File: config.mk
export PLATFORM = sky130hd
export DESIGN_NAME = mains_step_driver
export DESIGN_NICKNAME = d
export VERILOG_FILES = /design/src/rtl/msd_pkg.sv /design/src/rtl/msd_edge_sync.sv /design/src/rtl/msd_mod_counter.sv /design/src/rtl/msd_second_div.sv /design/src/rtl/msd_step_gate.sv /design/src/rtl/mains_step_driver.sv
export SDC_FILE = /design/constraint.sdc
export NUM_CORES = 1
export LEC_CHECK = 0
export ABC_AREA = 1
export BUFFER_PORTS_ARGS = -buffer_cell sky130_fd_sc_hd__buf_2
export CAP_MARGIN = 20
export CORE_MARGIN = 2
export CORE_UTILIZATION = 35
export CTS_BUF_LIST = sky130_fd_sc_hd__clkbuf_4 sky130_fd_sc_hd__clkbuf_8
export DETAILED_ROUTE_END_ITERATION = 6
export GPL_TIMING_DRIVEN = 0
export SYNTH_ARGS = -nofsm -noshare
export SYNTH_HDL_FRONTEND = slang
export SYNTH_HIERARCHICAL = 1
export SYNTH_SLANG_ARGS = --single-unit
File: constraint.sdc
create_clock -name clk -period 1.5 [get_ports clk]
set_clock_uncertainty 0.1 [all_clocks]
set_input_delay 0.3 -clock clk [delete_from_list [all_inputs] [get_ports clk]]
set_output_delay 0.3 -clock clk [all_outputs]
set_load 0.01 [all_outputs]
File: src/rtl/msd_pkg.sv
package msd_pkg;

  typedef enum logic {
    SIDE_A = 1'b0,
    SIDE_B = 1'b1
  } coil_side_e;

  // Counted edges per second: both half-cycles are rectified.
  function automatic int unsigned ticks_per_sec(int unsigned hz);
    return 2 * hz;
  endfunction

  // Modulus of divider stage idx: a decade first, the remainder second.
  function automatic int unsigned stage_mod(int unsigned hz, int unsigned idx);
    return (idx == 0) ? 10 : (2 * hz) / 10;
  endfunction

endpackage

File: src/rtl/msd_edge_sync.sv
module msd_edge_sync (
  input  logic clk,
  input  logic rst,
  input  logic async_in,
  output logic rise
);
  logic s_meta, s_sync, s_prev;

  always_ff @(posedge clk) begin
    if (rst) begin
      s_meta <= 1'b0;
      s_sync <= 1'b0;
      s_prev <= 1'b0;
    end else begin
      s_meta <= async_in;
      s_sync <= s_meta;
      s_prev <= s_sync;
    end
  end

  assign rise = s_sync & ~s_prev;

  // one level produces a single-cycle count strobe
  p_single_count_r2: assert property (@(posedge clk) disable iff (rst)
    rise |=> !rise);

endmodule

File: src/rtl/msd_mod_counter.sv
module msd_mod_counter #(
  parameter int unsigned MOD = 10
) (
  input  logic clk,
  input  logic rst,
  input  logic en,
  output logic last
);
  localparam int unsigned W = (MOD > 1) ? $clog2(MOD) : 1;

  logic [W-1:0] cnt;

  always_ff @(posedge clk) begin
    if (rst)       cnt <= '0;
    else if (en)   cnt <= last ? '0 : cnt + 1'b1;
  end

  assign last = (cnt == W'(MOD - 1));

  p_count_range_r3: assert property (@(posedge clk) disable iff (rst)
    {1'b0, cnt} < (W+1)'(MOD));

  p_wrap_zero_r3: assert property (@(posedge clk) disable iff (rst)
    (en && last) |=> (cnt == '0));

endmodule

File: src/rtl/msd_second_div.sv
module msd_second_div
  import msd_pkg::*;
#(
  parameter int unsigned MAINS_HZ = 50
) (
  input  logic clk,
  input  logic rst,
  input  logic edge_in,
  output logic wrap,
  output logic sec_tick
);
  localparam int unsigned NSTAGE = 2;

  logic [NSTAGE-1:0] stage_en;
  logic [NSTAGE-1:0] stage_last;

  assign stage_en[0] = edge_in;

  for (genvar g = 0; g < NSTAGE; g++) begin : g_stage
    msd_mod_counter #(.MOD(stage_mod(MAINS_HZ, g))) u_cnt (
      .clk  (clk),
      .rst  (rst),
      .en   (stage_en[g]),
      .last (stage_last[g])
    );
    if (g < NSTAGE - 1) begin : g_carry
      assign stage_en[g+1] = stage_en[g] & stage_last[g];
    end
  end

  assign wrap = edge_in & (&stage_last);

  always_ff @(posedge clk) begin
    if (rst) sec_tick <= 1'b0;
    else     sec_tick <= wrap;
  end

  p_tick_single_r4: assert property (@(posedge clk) disable iff (rst)
    sec_tick |=> !sec_tick);

endmodule

File: src/rtl/msd_step_gate.sv
module msd_step_gate
  import msd_pkg::*;
#(
  parameter int unsigned PULSE_TICKS = 3
) (
  input  logic clk,
  input  logic rst,
  input  logic edge_in,
  input  logic wrap,
  output logic coil_a,
  output logic coil_b
);
  localparam int unsigned PW_W = (PULSE_TICKS > 1) ? $clog2(PULSE_TICKS) : 1;

  coil_side_e      next_side, cur_side;
  logic            active;
  logic [PW_W-1:0] pw;

  always_ff @(posedge clk) begin
    if (rst) begin
      next_side <= SIDE_A;
      cur_side  <= SIDE_A;
      active    <= 1'b0;
      pw        <= '0;
    end else if (wrap) begin
      cur_side  <= next_side;
      next_side <= (next_side == SIDE_A) ? SIDE_B : SIDE_A;
      active    <= 1'b1;
      pw        <= '0;
    end else if (active && edge_in) begin
      if (pw == PW_W'(PULSE_TICKS - 1)) active <= 1'b0;
      else                             pw     <= pw + 1'b1;
    end
  end

  assign coil_a = active && (cur_side == SIDE_A);
  assign coil_b = active && (cur_side == SIDE_B);

  // the side used by a step is the one queued before it, and the queue flips
  p_side_flip_r6: assert property (@(posedge clk) disable iff (rst)
    wrap |=> (cur_side != next_side));

  // a pulse only opens on a second boundary
  p_open_on_wrap_r5: assert property (@(posedge clk) disable iff (rst)
    $rose(active) |-> $past(wrap));

  p_width_bound_r5: assert property (@(posedge clk) disable iff (rst)
    active |-> ({1'b0, pw} < (PW_W+1)'(PULSE_TICKS)));

endmodule

File: src/rtl/mains_step_driver.sv
module mains_step_driver
  import msd_pkg::*;
#(
  parameter int unsigned MAINS_HZ    = 50,
  parameter int unsigned PULSE_TICKS = 3
) (
  input  logic clk,
  input  logic rst,
  input  logic mains_in,
  output logic coil_a,
  output logic coil_b,
  output logic sec_tick
);
  logic edge_pulse;
  logic wrap;

  msd_edge_sync u_sync (
    .clk      (clk),
    .rst      (rst),
    .async_in (mains_in),
    .rise     (edge_pulse)
  );

  msd_second_div #(.MAINS_HZ(MAINS_HZ)) u_div (
    .clk      (clk),
    .rst      (rst),
    .edge_in  (edge_pulse),
    .wrap     (wrap),
    .sec_tick (sec_tick)
  );

  msd_step_gate #(.PULSE_TICKS(PULSE_TICKS)) u_gate (
    .clk     (clk),
    .rst     (rst),
    .edge_in (edge_pulse),
    .wrap    (wrap),
    .coil_a  (coil_a),
    .coil_b  (coil_b)
  );

  p_exclusive_r7: assert property (@(posedge clk) disable iff (rst)
    !(coil_a && coil_b));

  p_reset_quiet_r1: assert property (@(posedge clk)
    rst |=> (!coil_a && !coil_b && !sec_tick));

  p_step_with_tick_r5: assert property (@(posedge clk) disable iff (rst)
    ($rose(coil_a) || $rose(coil_b)) |-> sec_tick);

endmodule

==> impl_metrics.json <==
{
  "status": "completed",
  "numClockSinks": 17,
  "hold_buffers": 0,
  "io_buffers": 5,
  "vdd_drop_max_mv": 0.5359,
  "clock.fmax_mhz": 732.2,
  "final_max_slew_viol_count": 0,
  "layout-drive-gt1-share_pct": 26.23,
  "antenna_left": 0,
  "power_uw": 752.9,
  "grt_overflow": 0,
  "period_share_pct": 91.05,
  "path_max_fanout": 4,
  "synth_cell_types": 16,
  "grt_use_met2_pct": 19.08,
  "p_leak_nw": 0.4294,
  "fin_ws_ps": 134.2,
  "required_ps": 1600,
  "drt_iter0_drc": 15,
  "vias": 673,
  "reg2reg_to": "u_div/g_stage[1].u_cnt/cnt[3]",
  "wirelength_mm": 1.280,
  "clockBufferDepth": 2,
  "yosys_warnings": 6,
  "drtPass1Iterations": 4,
  "cts_htree_levels": 1,
  "die_width_um": 50.89,
  "swShare_pct": 21.59,
  "syn_to_final_growth_pct": 17.24,
  "drc": 0,
  "powerDensity_nw_per_um2": 834.6,
  "cp_top_family": "simple AND/OR/NAND/NOR gates",
  "path_cells": "inv_1 -> nor3_4 -> nand2_1 -> inv_2 -> nand2_1 -> nor2_4 -> nand3_1 -> nand2_1 -> nor2_1",
  "worstHoldEndpoint": "u_sync/s_meta",
  "placedCellCount": 142,
  "arrival_ps": 1460,
  "gr-usage-met3_pct": 5.263,
  "maxCapViolations": 0,
  "slew_headroom_pct": 83.23,
  "top_usage_layer": "met2",
  "core.rowCount": 16,
  "grt_max_degree": 11,
  "grt_pass1_wl_mm": 2.415,
  "critPathLaunchType": "flop",
  "antenna_found_initial": 0,
  "hold-path-cell-count": 3,
  "postSynthAreaPerCell_um2": 6.995,
  "routedWlPerCell_um": 8.591,
  "fin_setup_tns_ps": 0,
  "rrSetupSlack_ps": 130,
  "initial_utilization_pct": 38.06,
  "syn_nets": 114,
  "synthCells": 110,
  "ys_seq_area_share_pct": 44.23,
  "path_class": "flop to flop",
  "critPathSlowestCell": "dfxtp_2",
  "dieArea_um2": 2590,
  "io_pins": 6,
  "numCtsBuffers": 3,
  "ys_ff_latch": 17,
  "pre_cts_slack_ps": -167.3,
  "hp-start": "mains_in",
  "hold_ws_ps": 113.3,
  "path_clk_slew_ps": 90,
  "setup_viol": 0,
  "grt_pass1_vias": 601,
  "hold_viol_final": 0,
  "use_met1_pct": 15.29,
  "tightest_slew_ps": 251.2,
  "die_height_um": 50.89,
  "clkPwrFrac_pct": 34.5,
  "hpwl_um": 948.4,
  "crit_top_cell": "nand2_1",
  "worstSetupEndpointType": "flop",
  "cts_tree": "built",
  "max_stage_delay_ps": 360,
  "pwr-share-seq_pct": 61.0,
  "track_usage_pct": 12.46,
  "path_buf_inv": 2,
  "syn_area_um2": 769.5,
  "intPower_uw": 590.4,
  "fin_area_um2": 902.1,
  "p_sw_uw": 162.5,
  "period_needed_ps": 1366,
  "n_antenna_cell": 0,
  "r2r_cells": 9,
  "fin_cells": 149,
  "rsz0062_at_grt": "true",
  "globalplace.congestion": 0.7287,
  "via_per_inst": 4.517,
  "nNetsFinal": 127,
  "power_frac_comb_pct": 4.5,
  "cts_root_buf": "clkbuf_4",
  "clk_latency_ps": 290,
  "hold_class": "primary input to flop",
  "coreArea_um2": 2022,
  "regToRegStartpoint": "u_div/g_stage[0].u_cnt/cnt[0]",
  "dpl-instance-area_um2": 828.3,
  "final_core_util_pct": 44.62
}
-- final cells by class --
cell class | count | area [um2]
inverters | 26 | 97.59
flip-flops and latches | 17 | 342.8
repair buffers | 8 | 47.55
well taps | 27 | 33.78
fillers | 214 | 1120
multi-input cells | 67 | 350.3
clock buffers | 4 | 30.03
-- logic make-up after synthesis --
group | share of synthesized area [%]
AO/OA/AOI/OAI | 6.829
adder cells (fa/ha/maj) | 1.626
buffers and inverters | 12.68
flip-flops | 44.23
AND/OR/NAND/NOR | 34.63
-- metal layers --
layer  routed length (um)  share of wire (%)  up-vias
met5                    0                  0        -
met4                   24                1.9        0
met3                   68                5.3        5
met2                  606                 47       15
met1                  580                 45      296
li1                     -                  -      357
-- layout by cell type, fill, tap and decap left out, drive strengths merged --
master / n
nor2: 23
ha: 1
nand2: 22
clkbuf: 4
dfxtp: 17
a21oi: 6
nand4: 4
inv: 26
nand3: 6
buf: 8
nor3: 2
o21ai: 3
-- worst register-to-register path, stage by stage, from the launching register on --
cell and delay, ps:
dfxtp_2 360, inv_1 80, nor3_4 200, nand2_1 80, inv_2 80, nand2_1 100, nor2_4 110, nand3_1 70
nand2_1 70, nor2_1 30
-- cells in the mapped netlist, drive strengths merged --
cell	number	area (um2)
a21oi	6	37.54
dfxtp	17	340.3
ha	1	12.51
inv	26	97.59
nand2	22	90.09
nand3	6	35.03
nand4	4	25.02
nor2	23	106.4
nor3	2	10.01
o21ai	3	15.01
-- power by group through the flow --
stage	registers (mW)	logic [mW]	clock network [mW]
after floorplan	0.468	0.0180	0
after global placement	0.469	0.0266	0
after detailed placement	0.469	0.0270	0
after CTS	0.459	0.0285	0.272
after global routing	0.461	0.0384	0.296
final	0.459	0.0336	0.260
-- how the worst max path moves through the flow --
stage | from | endpoint | slack (ps) | depth (start not counted)
6_report | u_div/g_stage[0].u_cnt/cnt[0] | u_div/g_stage[1].u_cnt/cnt[3] | 130 | 9
5_1_grt | u_div/g_stage[0].u_cnt/cnt[0] | u_div/g_stage[1].u_cnt/cnt[3] | -20 | 9
4_1_cts | u_div/g_stage[0].u_cnt/cnt[0] | u_div/g_stage[1].u_cnt/cnt[3] | 30 | 9
3_5_place_dp | u_sync/s_sync | u_div/g_stage[1].u_cnt/cnt[3] | -170 | 9
3_3_place_gp | u_sync/s_sync | u_div/g_stage[1].u_cnt/cnt[3] | -190 | 9
2_1_floorplan | u_sync/s_sync | u_div/g_stage[1].u_cnt/cnt[3] | 40 | 9
-- flip-flops by register name, summed over array words and instances, names as in the netlist --
register	cells
u_div/sec_tick	1
u_sync/s_meta	1
u_sync/s_sync	1
u_sync/s_prev	1
u_gate/next_side	1
u_div/g_stage.u_cnt/cnt	8
u_gate/active	1
u_gate/pw	2
u_gate/cur_side	1
-- what timing repair did --
item	CTS	global route
setup endpoints to repair	11	8
setup buffers	0	3
resized for setup	3	5
pin swaps	0	1
Note: power is estimated with default switching activity, not from simulation.
